[src/rtl/sfsk_pkg.sv]
`timescale 1ns/1ps
package sfsk_pkg;

  // Which quarter of the sine period a phase falls in.
  typedef enum logic [1:0] {
    QD_RISE  = 2'd0,
    QD_FALL  = 2'd1,
    QD_NRISE = 2'd2,
    QD_NFALL = 2'd3
  } quad_e;

  // Modulo add for operands already below the modulus: one conditional subtract.
  function automatic int unsigned wrap_add(int unsigned a, int unsigned b, int unsigned modn);
    int unsigned s;
    s = a + b;
    if (s >= modn) s = s - modn;
    return s;
  endfunction

  // Sine code for point k of an n-point period, rounded half away from zero.
  function automatic int qsin_code(int k, int n, int amp);
    real r;
    r = amp * $sin(2.0 * 3.14159265358979323846 * k / n);
    if (r >= 0.0) return $rtoi(r + 0.5);
    else          return -$rtoi(0.5 - r);
  endfunction

endpackage

[src/rtl/sfsk_sine_rom.sv]
`timescale 1ns/1ps
module sfsk_sine_rom
  import sfsk_pkg::*;
#(
  parameter int unsigned QLEN  = 164,
  parameter int unsigned SMP_W = 16,
  parameter int unsigned AMP   = 32767,
  localparam int unsigned AW   = $clog2(QLEN + 1)
) (
  input  logic [AW-1:0]           addr,
  output logic signed [SMP_W-1:0] mag
);

  // Quarter period plus its end point: entries 0..QLEN.
  logic signed [SMP_W-1:0] tbl [QLEN+1];

  for (genvar g = 0; g <= int'(QLEN); g++) begin : g_ent
    localparam int CODE = qsin_code(g, int'(4 * QLEN), int'(AMP));
    assign tbl[g] = SMP_W'(CODE);
  end

  always_comb begin
    if (32'(addr) <= QLEN) mag = tbl[addr];
    else                   mag = '0;
  end

endmodule

[src/rtl/sfsk_wave_map.sv]
`timescale 1ns/1ps
module sfsk_wave_map
  import sfsk_pkg::*;
#(
  parameter int unsigned TBL_LEN = 656,
  parameter int unsigned SMP_W   = 16,
  parameter int unsigned AMP     = 32767,
  localparam int unsigned QLEN   = TBL_LEN / 4,
  localparam int unsigned AW     = $clog2(QLEN + 1),
  localparam int unsigned IDX_W  = $clog2(TBL_LEN)
) (
  input  logic [IDX_W-1:0]        phase,
  output logic signed [SMP_W-1:0] wave
);

  typedef struct packed {
    quad_e         quad;
    logic [AW-1:0] addr;
  } fold_t;

  // Map a full-period phase onto the stored quarter and a sign.
  function automatic fold_t fold_idx(input logic [IDX_W-1:0] p);
    fold_t f;
    int unsigned pv;
    pv = 32'(p);
    if (pv <= QLEN) begin
      f.quad = QD_RISE;  f.addr = AW'(pv);
    end else if (pv <= 2 * QLEN) begin
      f.quad = QD_FALL;  f.addr = AW'(2 * QLEN - pv);
    end else if (pv <= 3 * QLEN) begin
      f.quad = QD_NRISE; f.addr = AW'(pv - 2 * QLEN);
    end else begin
      f.quad = QD_NFALL; f.addr = AW'(4 * QLEN - pv);
    end
    return f;
  endfunction

  fold_t                   fold;
  logic signed [SMP_W-1:0] mag;

  always_comb fold = fold_idx(phase);

  sfsk_sine_rom #(
    .QLEN (QLEN),
    .SMP_W(SMP_W),
    .AMP  (AMP)
  ) u_rom (
    .addr(fold.addr),
    .mag (mag)
  );

  always_comb begin
    unique case (fold.quad)
      QD_RISE, QD_FALL:   wave = mag;
      QD_NRISE, QD_NFALL: wave = -mag;
    endcase
  end

endmodule

[src/rtl/sfsk_phase_ctrl.sv]
`timescale 1ns/1ps
module sfsk_phase_ctrl
  import sfsk_pkg::*;
#(
  parameter int unsigned TBL_LEN = 656,
  localparam int unsigned IDX_W  = $clog2(TBL_LEN)
) (
  input  logic             clk,
  input  logic             rst_n,
  input  logic             smp_stb,
  input  logic             bit_stb,
  input  logic             bit_vld,
  input  logic             bit_dat,
  input  logic [IDX_W-1:0] step_mark,
  input  logic [IDX_W-1:0] step_space,
  output logic             bit_ack,
  output logic [IDX_W-1:0] phase,
  output logic             tone_on_nxt
);

  logic [IDX_W-1:0] phase_q, phase_nxt;
  logic [IDX_W-1:0] step_q, step_nxt, step_pick;
  logic             on_q;
  logic             bnd;
  logic             take;

  assign bnd       = smp_stb & bit_stb;
  assign take      = bnd & bit_vld;
  assign bit_ack   = take;
  assign step_pick = bit_dat ? step_mark : step_space;

  always_comb begin
    step_nxt    = step_q;
    tone_on_nxt = on_q;
    if (bnd) begin
      tone_on_nxt = bit_vld;
      if (bit_vld) step_nxt = step_pick;
    end
    if (tone_on_nxt) phase_nxt = IDX_W'(wrap_add(32'(phase_q), 32'(step_nxt), TBL_LEN));
    else             phase_nxt = phase_q;
  end

  always_ff @(posedge clk) begin
    if (!rst_n) begin
      phase_q <= '0;
      step_q  <= '0;
      on_q    <= 1'b0;
    end else if (smp_stb) begin
      phase_q <= phase_nxt;
      step_q  <= step_nxt;
      on_q    <= tone_on_nxt;
    end
  end

  assign phase = phase_q;

  // the phase stays inside the table.
  a_r8_phase_range: assert property (@(posedge clk) disable iff (!rst_n)
    32'(phase_q) < TBL_LEN);

  // a step loaded at a boundary is within the table.
  a_r8_step_range: assert property (@(posedge clk) disable iff (!rst_n)
    take |-> 32'(step_pick) < TBL_LEN);

  // the latched step only moves at a boundary.
  a_r4_step_hold: assert property (@(posedge clk) disable iff (!rst_n)
    !bnd |=> $stable(step_q));

  // the phase only moves on a sample strobe.
  a_r6_phase_on_strobe: assert property (@(posedge clk) disable iff (!rst_n)
    !smp_stb |=> $stable(phase_q));

  // a bit strobe without a sample strobe changes no tone state.
  a_r9_stray_bit_stb: assert property (@(posedge clk) disable iff (!rst_n)
    (bit_stb && !smp_stb) |=> ($stable(on_q) && $stable(step_q)));

  // an acknowledged bit was offered.
  a_r3_ack_offered: assert property (@(posedge clk) disable iff (!rst_n)
    bit_ack |-> (bit_vld && smp_stb && bit_stb));

endmodule

[src/rtl/sfsk_sample_reg.sv]
`timescale 1ns/1ps
module sfsk_sample_reg #(
  parameter int unsigned SMP_W = 16
) (
  input  logic                    clk,
  input  logic                    rst_n,
  input  logic                    smp_stb,
  input  logic                    tone_on_nxt,
  input  logic signed [SMP_W-1:0] wave,
  output logic signed [SMP_W-1:0] dac_smp,
  output logic                    dac_vld,
  output logic                    idle
);

  always_ff @(posedge clk) begin
    if (!rst_n) begin
      dac_smp <= '0;
      dac_vld <= 1'b0;
      idle    <= 1'b1;
    end else begin
      dac_vld <= smp_stb;
      if (smp_stb) begin
        dac_smp <= tone_on_nxt ? wave : '0;
        idle    <= !tone_on_nxt;
      end
    end
  end

  // an idle output carries a zero sample.
  a_r7_idle_zero: assert property (@(posedge clk) disable iff (!rst_n)
    idle |-> dac_smp == '0);

  // one valid pulse per strobe, one cycle later.
  a_r2_vld_after_strobe: assert property (@(posedge clk) disable iff (!rst_n)
    smp_stb |=> dac_vld);

  a_r2_no_spurious_vld: assert property (@(posedge clk) disable iff (!rst_n)
    !smp_stb |=> !dac_vld);

  // the sample holds between strobes.
  a_r2_sample_hold: assert property (@(posedge clk) disable iff (!rst_n)
    !smp_stb |=> $stable(dac_smp));

endmodule

[src/rtl/sfsk_dds_tx.sv]
`timescale 1ns/1ps
module sfsk_dds_tx #(
  parameter int unsigned TBL_LEN = 656,
  parameter int unsigned SMP_W   = 16,
  parameter int unsigned AMP     = 32767,
  localparam int unsigned IDX_W  = $clog2(TBL_LEN)
) (
  input  logic                    clk,
  input  logic                    rst_n,
  input  logic                    smp_stb,
  input  logic                    bit_stb,
  input  logic                    bit_vld,
  input  logic                    bit_dat,
  output logic                    bit_ack,
  input  logic [IDX_W-1:0]        step_mark,
  input  logic [IDX_W-1:0]        step_space,
  output logic signed [SMP_W-1:0] dac_smp,
  output logic                    dac_vld,
  output logic                    idle
);

  logic [IDX_W-1:0]        phase;
  logic                    tone_on_nxt;
  logic signed [SMP_W-1:0] wave;

  sfsk_phase_ctrl #(
    .TBL_LEN(TBL_LEN)
  ) u_phase (
    .clk        (clk),
    .rst_n      (rst_n),
    .smp_stb    (smp_stb),
    .bit_stb    (bit_stb),
    .bit_vld    (bit_vld),
    .bit_dat    (bit_dat),
    .step_mark  (step_mark),
    .step_space (step_space),
    .bit_ack    (bit_ack),
    .phase      (phase),
    .tone_on_nxt(tone_on_nxt)
  );

  sfsk_wave_map #(
    .TBL_LEN(TBL_LEN),
    .SMP_W  (SMP_W),
    .AMP    (AMP)
  ) u_wave (
    .phase(phase),
    .wave (wave)
  );

  sfsk_sample_reg #(
    .SMP_W(SMP_W)
  ) u_out (
    .clk        (clk),
    .rst_n      (rst_n),
    .smp_stb    (smp_stb),
    .tone_on_nxt(tone_on_nxt),
    .wave       (wave),
    .dac_smp    (dac_smp),
    .dac_vld    (dac_vld),
    .idle       (idle)
  );

  // an idle strobe leaves the phase where it was.
  a_r7_idle_phase_hold: assert property (@(posedge clk) disable iff (!rst_n)
    (smp_stb && !tone_on_nxt) |=> $stable(phase));

  // while idle with no boundary, no tone starts.
  a_r7_idle_persists: assert property (@(posedge clk) disable iff (!rst_n)
    (idle && !(smp_stb && bit_stb)) |=> idle);

endmodule

[config.mk]
export PLATFORM = sky130hd
export DESIGN_NAME = sfsk_dds_tx
export DESIGN_NICKNAME = d
export VERILOG_FILES = /design/src/rtl/sfsk_pkg.sv /design/src/rtl/sfsk_sine_rom.sv /design/src/rtl/sfsk_wave_map.sv /design/src/rtl/sfsk_phase_ctrl.sv /design/src/rtl/sfsk_sample_reg.sv /design/src/rtl/sfsk_dds_tx.sv
export SDC_FILE = /design/constraint.sdc
export NUM_CORES = 1
export LEC_CHECK = 0
export BUFFER_PORTS_ARGS = -buffer_cell sky130_fd_sc_hd__buf_2
export CORE_MARGIN = 2
export CORE_UTILIZATION = 41
export CTS_BUF_LIST = sky130_fd_sc_hd__clkbuf_8
export DETAILED_ROUTE_END_ITERATION = 12
export SLEW_MARGIN = 20
export SYNTH_ARGS = -nofsm -noshare
export SYNTH_HDL_FRONTEND = slang
export SYNTH_SLANG_ARGS = --single-unit
[constraint.sdc]
create_clock -name clk -period 9.2 [get_ports clk]
set_input_delay 1.84 -clock clk [delete_from_list [all_inputs] [get_ports clk]]
set_output_delay 1.84 -clock clk [all_outputs]
set_load 0.005 [all_outputs]
==> flow_summary.yaml, run 1 <==
critical_path:
  start_kind: "register"
  cpMaxStageDelayCell: "nor2_1"
  cp.arrival_ps: 8040
  required_ps: 9380
  rr_worst_depth: 22
  cp_max_fo: 37
  crit_top_cell: "ha_1"
  r2r_slack_ps: 1340
  regToRegStartpoint: "u_phase.phase[0]"
  crit_family: "compound AO/OA/AOI/OAI gates"
  cp.buffers_inverters: 5
  reg2reg_to: "u_out.dac_smp[14]"
  end_kind: "register"
  path_class: "register to register"
  max_stage_delay_ps: 640
  path_cells: "buf_4 -> clkinv_1 -> ha_1 -> buf_4 -> nor2b_1 -> nand4_1 -> a32oi_2 -> mux2_2 -> clkinv_1 -> ha_1 -> nor2_1 -> o2111ai_1 -> a21oi_1 -> a311oi_1 -> a311oi_1 -> a2111oi_0 -> a211oi_1 -> ha_1 -> and4_1 -> inv_1 -> o311ai_0 -> o211ai_1"
sta:
  final-max-slew-violation-count: 0
  clock.fmax_ghz: 0.1272
  worst_pin_slew_ps: 1072
  relSlewSlack: 0.2851
  grt_setup_unrepaired: "false"
  fin_ws_ps: 1338
  setup_viol: 0
  fin_crit_ps: 7862
  whs_ps: 453.2
  hold_violations: 0
  skew_ps: 11.44
  timing.final.crit_share: 0.8546
  tns_ps: 0
die:
  ios: 45
  die-area_mm2: 0.01567
  initial_core_util: 0.4174
  coreArea_mm2: 0.01442
  fp.dieH_um: 125.2
  die_w_um: 125.2
  rows: 44
drt:
  vias: 7574
  first_iter_violations: 1442
  drtAntennaViolNets: 0
  route.detailed.drc: 0
  vias_per_cell: 7.166
  drtPass1Iterations: 6
  wl_per_cell_um: 25.70
  routed_wl_um: 27170
finish:
  regArea_um2: 780.7
  fin_cells: 1057
  nFillCells: 1514
  num-nets-final: 934
  multiInputGateArea_mm2: 0.004840
  antenna_cells: 0
  layout-area-overhead-vs-synth_pct: 6.816
  drive_above_1_share: 0.1134
logic_synthesis:
  ys_ff_latch: 39
  synth_edf_count: 0
  synth_common_cells: "nand2_1, a21oi_1, o21ai_0"
  synth_area_mm2: 0.006021
  yosysMostFrequentCell: "nand2_1"
  yosysSeqAreaShare: 0.1297
  synth.largest_area_cell: "dfxtp_1"
  synthXorXnorAreaFrac: 0.03637
  synth_top_family_by_area: "compound AO/OA/AOI/OAI gates"
  yosys.area_share.adder: 0.07606
  ys.flop_type: "dfxtp_1"
  syn_nets: 942
  syn_area_per_cell_um2: 6.842
  netlist_instances: 880
  synth-simple-area-share: 0.2492
  synth.area.top_cells: "dfxtp_1, ha_1, a21oi_1, o21ai_0, nand2_1"
  synthMuxAreaShare: 0.03574
  async_flop_share: 0
  ys_warn_count: 0
  synth_compound_area_frac: 0.4025
  synth_cell_type_count: 86
  netlist.area_leader.share: 0.1297
worst_hold_path:
  hp-start: "u_out.dac_smp[7]"
  hold_class: "register to register"
  whs_endpoint: "u_out.dac_smp[7]"
  min_delay_path_depth: 2
place:
  portBuffers: 44
  pre_cts_ws_ps: 1659
  routabilityCongestion: 1.012
  dp_hpwl_um: 18500
  numPlacedInstances: 1049
pwr:
  p_int_uw: 444.9
  pwr-share-clk: 0.172
  pwr-share-seq: 0.207
  power_switching_uw: 462.1
  p_leak_nw: 2.390
  p_sw_frac: 0.5095
  powerDensity_mw_per_mm2: 141.0
  pwr-share-comb: 0.621
  finalPower_uw: 907.0
  peakVddDrop_v: 0.00007642
job:
  maxCapViolCount: 0
cts:
  ctsHoldBuffers: 0
  clk_pin_slew_ps: 80
  clock_sinks: 39
  root_buffer: "clkbuf_8"
  clock_latency_ps: 320
  cts_tree: "yes"
  htree_levels: 2
  cts_made_buffers: 5
  postCtsSetupBuffers: 0
  cts_resized: 0
  clockBufferDepth: 2
global_routing:
  grt_pass1_wl_um: 41570
  grt_pass1_vias: 7064
  grt_usage: 0.3323
  grt_overflow_total: 0
  grt_max_degree: 59
  antenna_found_initial: 0
status:
  status: "finished clean"
-- cell usage in the layout, fill, tap and decap left out, drive strengths merged, types with 5 or more instances in the layout --
master,n
a2111oi,6
a211oi,21
a21o,8
a21oi,76
a221o,5
a221oi,8
a22oi,7
a311oi,7
a31oi,21
a32oi,5
and2,17
and3,8
buf,64
clkbuf,6
dfxtp,39
ha,35
inv,22
mux2i,17
nand2,89
nand2b,8
nand3,31
nand4,8
nor2,68
nor2b,5
nor3,35
o2111ai,5
o211ai,16
o21a,5
o21ai,73
o21bai,6
o221ai,9
o22ai,5
o311a,5
o311ai,14
o31ai,14
o41ai,5
or3,10
xnor2,18
xor2,7
-- layer usage --
layer | routed length, µm | global-route usage | vias up
li1 | - | - | 3342
met1 | 10410 | 0.4269 | 3450
met2 | 11430 | 0.4965 | 622
met3 | 3396 | 0.09542 | 160
met4 | 1933 | 0.1922 | 0
met5 | 0 | 0 | -
-- layout make-up --
cell class	instances	area share
multi-input cells	738	0.7525
clock inverters	2	0.005447
inverters	24	0.01440
flip-flops and latches	39	0.1214
repair buffers	64	0.05759
clock buffers	6	0.01284
well taps	184	0.03580
-- tightest hold or removal path, stage by stage (launching register included) --
cell and delay [ps]:
dfxtp_1 330, nand2_1 40, o21ai_0 50
-- worst max-delay path by stage --
stage / from / endpoint / slack [ps] / depth (start not counted)
2_1_floorplan: u_phase.phase[0] / u_out.dac_smp[13] / 3330 / 20
3_3_place_gp: u_phase.phase[0] / u_out.dac_smp[13] / 2030 / 20
3_5_place_dp: u_phase.phase[0] / u_out.dac_smp[14] / 1660 / 22
4_1_cts: u_phase.phase[0] / u_out.dac_smp[14] / 1660 / 22
5_1_grt: u_phase.phase[0] / u_out.dac_smp[13] / 890 / 21
6_report: u_phase.phase[0] / u_out.dac_smp[14] / 1340 / 22
-- kinds of logic (layout without fill, tap and decap cells) --
family / Yosys count / count (layout)
xor+xnor: 25 / 25
fa+ha+maj: 36 / 36
buf+inv: 103 / 96
mux: 21 / 21
compound gates: 352 / 352
flops: 39 / 39
simple gates: 304 / 304
-- state kept, by name, indices dropped and copies added, names as in the netlist --
register and count:
u_out.dac_smp 16, u_out.dac_vld 1, u_out.idle 1, u_phase.on_q 1
u_phase.phase 10, u_phase.step_q 10
-- metrics by stage --
stage / area (µm²) / utilization
final: 6431 / 0.4459
after CTS: 6431 / 0.4459
after detailed placement: 6314 / 0.4377
after floorplan: 6021 / -
after global placement: 6314 / 0.4377
after global routing: 6431 / 0.4459
-- power groups by stage --
stage / clock network (mW) / logic, mW / registers (mW)
2_1_floorplan: 0 / 0.372 / 0.187
3_3_place_gp: 0 / 0.540 / 0.191
4_1_cts: 0.159 / 0.533 / 0.187
5_1_grt: 0.166 / 0.593 / 0.189
3_5_place_dp: 0 / 0.530 / 0.191
6_report: 0.156 / 0.563 / 0.187
No activity file was read; power rests on OpenSTA's default activity.
==> run 2: changes to the inputs <==
--- a/config.mk
+++ b/config.mk
@@ -8,7 +8,6 @@
 export BUFFER_PORTS_ARGS = -buffer_cell sky130_fd_sc_hd__buf_2
 export CORE_MARGIN = 2
 export CORE_UTILIZATION = 41
-export CTS_BUF_LIST = sky130_fd_sc_hd__clkbuf_8
 export DETAILED_ROUTE_END_ITERATION = 12
 export SLEW_MARGIN = 20
 export SYNTH_ARGS = -nofsm -noshare
==> flow_summary.yaml, run 2 (synthesis gave the netlist of run 1 again) <==
finish:
  layout-area-overhead-vs-synth_pct: 7.751
  largest_reg_flops: 16
  drive_above_1_share: 0.1134
  num-nets-final: 934
  stdcell_area_mm2: 0.006487
  final_common_cell: "nand2_1"
  top_register: "u_out.dac_smp"
  fin_cells: 1057
  final_cell_mix: "nand2_1, a21oi_1, o21ai_0"
  fin_util: 0.4498
  antenna_cells: 0
sta:
  grt_setup_unrepaired: "false"
  whs_ps: 448.7
  relSlewSlack: 0.2618
  fin_crit_ps: 7904
  tns_ps: 0
  hold_violations: 0
  fin_ws_ps: 1296
  worst_pin_slew_ps: 1090
  setup_viol: 0
  final-max-slew-violation-count: 0
  timing.final.crit_share: 0.8592
  skew_ps: 7.163
  clock.fmax_ghz: 0.1265
critical_path:
  cp.arrival_ps: 8050
  cp_max_fo: 37
  start_kind: "register"
  path_class: "register to register"
  end_kind: "register"
  required_ps: 9350
place:
  routabilityCongestion: 1.012
  placed_area_mm2: 0.006314
  portBuffers: 44
  numPlacedInstances: 1049
  pre_cts_ws_ps: 1659
  dp_hpwl_um: 18500
die:
  ios: 45
  initial_core_util: 0.4174
  fp.dieH_um: 125.2
  die_w_um: 125.2
  die-area_mm2: 0.01567
  rows: 44
  coreArea_mm2: 0.01442
cts:
  clock_latency_ps: 290
  root_buffer: "clkbuf_16"
  ctsHoldBuffers: 0
  postCtsSetupBuffers: 0
  cts_resized: 0
  cts_made_buffers: 5
  cts_tree: "yes"
  clockBufferDepth: 2
  htree_levels: 2
  clock_sinks: 39
  clk_pin_slew_ps: 60
drt:
  routed_wl_um: 27140
  drtPass1Iterations: 7
  route.detailed.drc: 0
  first_iter_violations: 1252
  vias: 7630
  wl_per_cell_um: 25.68
  drtAntennaViolNets: 0
  vias_per_cell: 7.219
global_routing:
  grt_max_degree: 59
  grt_pass1_wl_um: 41580
  grt_overflow_total: 0
  grt_usage: 0.3313
  antenna_found_initial: 0
  grt_pass1_vias: 7085
pwr:
  peakVddDrop_v: 0.00007907
  p_leak_nw: 2.416
  powerDensity_mw_per_mm2: 147.6
  power_switching_uw: 465.5
  pwr-share-comb: 0.589
  p_int_uw: 492.2
  pwr-share-clk: 0.215
  finalPower_uw: 957.7
  p_sw_frac: 0.4860
  pwr-share-seq: 0.196
status:
  status: "finished clean"
job:
  maxCapViolCount: 0
worst_hold_path:
  hold_class: "register to register"
==> run 2: per-layer routing <==
layer	GRT usage	vias up	wire, µm
met5	0	-	0
met4	0.1797	0	1903
met3	0.09371	172	3421
met2	0.5010	659	11420
met1	0.4264	3450	10390
li1	-	3349	-
==> run 2: final timing paths <==
check / cells past startpoint / end / slack (ps) / from
min reg2reg: 2 / u_out.dac_smp[7] / 450 / u_out.dac_smp[7]
max: 22 / u_out.dac_smp[14] / 1300 / u_phase.phase[0]
min: 2 / u_out.dac_smp[7] / 450 / u_out.dac_smp[7]
max reg2reg: 22 / u_out.dac_smp[14] / 1300 / u_phase.phase[0]
==> run 2: final cells by class <==
cell class / instances / area (µm²)
Sequential cell: 39 / 780.7
Fill cell: 1509 / 7936
Timing Repair Buffer: 64 / 370.4
Tap cell: 184 / 230.2
Clock buffer: 6 / 138.9
Inverter: 24 / 92.59
Multi-Input combinational cell: 738 / 4840
Clock inverter: 2 / 35.03
==> run 2: worst max-delay path, stage by stage, from the launching register on <==
cell and delay, ps:
dfxtp_1 290, buf_4 260, clkinv_1 370, ha_1 210, buf_4 300, nor2b_1 540, nand4_1 360, a32oi_2 550
mux2_2 500, clkinv_1 550, ha_1 650, nor2_1 650, o2111ai_1 310, a21oi_1 260, a311oi_1 80, a311oi_1 270
a2111oi_0 100, a211oi_1 380, ha_1 270, and4_1 260, inv_1 70, o311ai_0 350, o211ai_1 140
==> run 2: power groups by stage <==
stage / registers [mW] / logic (mW) / clock network, mW
2_1_floorplan: 0.187 / 0.372 / 0
3_3_place_gp: 0.191 / 0.540 / 0
3_5_place_dp: 0.191 / 0.530 / 0
4_1_cts: 0.188 / 0.534 / 0.210
5_1_grt: 0.189 / 0.593 / 0.216
6_report: 0.188 / 0.564 / 0.206
==> run 3: changes to the inputs <==
--- a/config.mk
+++ b/config.mk
@@ -9,6 +9,7 @@
 export CORE_MARGIN = 2
 export CORE_UTILIZATION = 41
 export DETAILED_ROUTE_END_ITERATION = 12
+export PLACE_DENSITY = 0.68
 export SLEW_MARGIN = 20
 export SYNTH_ARGS = -nofsm -noshare
 export SYNTH_HDL_FRONTEND = slang
==> flow_summary.yaml, run 3 (synthesis gave the netlist of run 1 again) <==
finish:
  top_register: "u_out.dac_smp"
  layout-area-overhead-vs-synth_pct: 6.899
  antenna_cells: 0
  num-nets-final: 932
  largest_reg_flops: 16
  final_cell_mix: "nand2_1, a21oi_1, o21ai_0"
  drive_above_1_share: 0.1092
  final_common_cell: "nand2_1"
place:
  routabilityCongestion: 1.126
  portBuffers: 44
  dp_hpwl_um: 17870
cts:
  root_buffer: "clkbuf_16"
  postCtsSetupBuffers: 0
  cts_tree: "yes"
  cts_resized: 0
  htree_levels: 2
  clock_sinks: 39
  clockBufferDepth: 2
  clock_latency_ps: 280
  clk_pin_slew_ps: 60
  ctsHoldBuffers: 0
  cts_made_buffers: 5
pwr:
  p_leak_nw: 2.388
  peakVddDrop_v: 0.00009876
  powerDensity_mw_per_mm2: 142.3
global_routing:
  grt_usage: 0.3126
  grt_pass1_wl_um: 39790
  grt_max_degree: 59
  grt_overflow_total: 0
  grt_pass1_vias: 6877
  antenna_found_initial: 0
die:
  die_w_um: 125.2
  rows: 44
  ios: 45
  fp.dieH_um: 125.2
  coreArea_mm2: 0.01442
  die-area_mm2: 0.01567
  initial_core_util: 0.4174
sta:
  skew_ps: 6.256
  relSlewSlack: 0.2707
  whs_ps: 445.1
  timing.final.crit_share: 0.8596
  fin_crit_ps: 7908
  final-max-slew-violation-count: 0
  hold_violations: 0
  worst_pin_slew_ps: 1090
  setup_viol: 0
  clock.fmax_ghz: 0.1265
  grt_setup_unrepaired: "false"
  tns_ps: 0
critical_path:
  start_kind: "register"
  end_kind: "register"
  required_ps: 9350
  path_cells: "buf_4 -> clkinv_1 -> ha_1 -> buf_4 -> and3b_1 -> o31ai_1 -> a32oi_2 -> mux2_2 -> clkinv_1 -> ha_1 -> nor2_1 -> o2111ai_1 -> a21oi_1 -> a311oi_1 -> a311oi_1 -> a2111oi_0 -> a211oi_1 -> ha_1 -> and4_1 -> inv_1 -> o311ai_0 -> o211ai_1"
  path_class: "register to register"
  crit_top_cell: "ha_1"
  cp_max_fo: 37
  cpMaxStageDelayCell: "nor2_1"
  max_stage_delay_ps: 750
  cp.arrival_ps: 8060
drt:
  route.detailed.drc: 0
  first_iter_violations: 1450
  routed_wl_um: 25750
  vias_per_cell: 7.245
  drtAntennaViolNets: 0
  wl_per_cell_um: 24.43
  drtPass1Iterations: 6
  vias: 7636
worst_hold_path:
  hold_class: "register to register"
status:
  status: "finished clean"
job:
  maxCapViolCount: 0
run 3: path summary, 6_finish.rpt:
| kind | start | endpoint | slack (ps) | cells past startpoint |
|---|---|---|---|---|
| setup reg to reg | u_phase.phase[0] | u_out.dac_smp[14] | 1290 | 22 |
| hold reg to reg | u_out.dac_smp[5] | u_out.dac_smp[5] | 450 | 2 |
| hold / removal | u_out.dac_smp[5] | u_out.dac_smp[5] | 450 | 2 |
| setup / recovery | u_phase.phase[0] | u_out.dac_smp[14] | 1290 | 22 |
run 3: where the power goes:
part           switching, mW  internal, mW  total [mW]  leakage (nW)
logic                  0.375         0.177       0.553          2.00
registers             0.0108         0.178       0.189         0.317
clock network         0.0684         0.106       0.174        0.0727
run 3: layer usage:
metal / track usage / up-vias / wire [µm]
met5: 0 / - / 0
met4: 0.1850 / 0 / 1870
met3: 0.08858 / 152 / 3196
met2: 0.4549 / 629 / 10610
met1: 0.4105 / 3498 / 10070
li1: - / 3357 / -
run 3: area by class of cell:
| type | instances | area [µm²] |
|---|---|---|
| Clock inverter | 1 | 5.005 |
| Clock buffer | 6 | 138.9 |
| Sequential cell | 39 | 780.7 |
| Tap cell | 184 | 230.2 |
| Timing Repair Buffer | 62 | 352.8 |
| Inverter | 24 | 92.59 |
| Multi-Input combinational cell | 738 | 4836 |
| Fill cell | 1503 | 7988 |
run 3: worst max-delay path: cells and delay by family, from the launching register on:
family          cells  cell delay, ps
fa+ha+maj           3            1270
flops               1             310
buf+inv             5            1800
compound gates     10            2600
mux                 1             480
simple gates        3            1300
run 3: stage by stage:
| step | util | instances | cell area, µm² | setup WS (ps) | total power [mW] |
|---|---|---|---|---|---|
| final | 0.4462 | 1054 | 6436 | 1292 | 0.9158 |
| after global routing | 0.4462 | 1054 | 6436 | 842.9 | 0.9570 |
| after CTS | 0.4459 | 1053 | 6431 | 1710 | 0.8885 |
| after detailed placement | 0.4359 | 1046 | 6287 | 1732 | 0.7120 |
| after global placement | 0.4359 | 1046 | 6287 | 2131 | 0.7175 |
| after floorplan | - | 880 | 6021 | 3331 | 0.5588 |
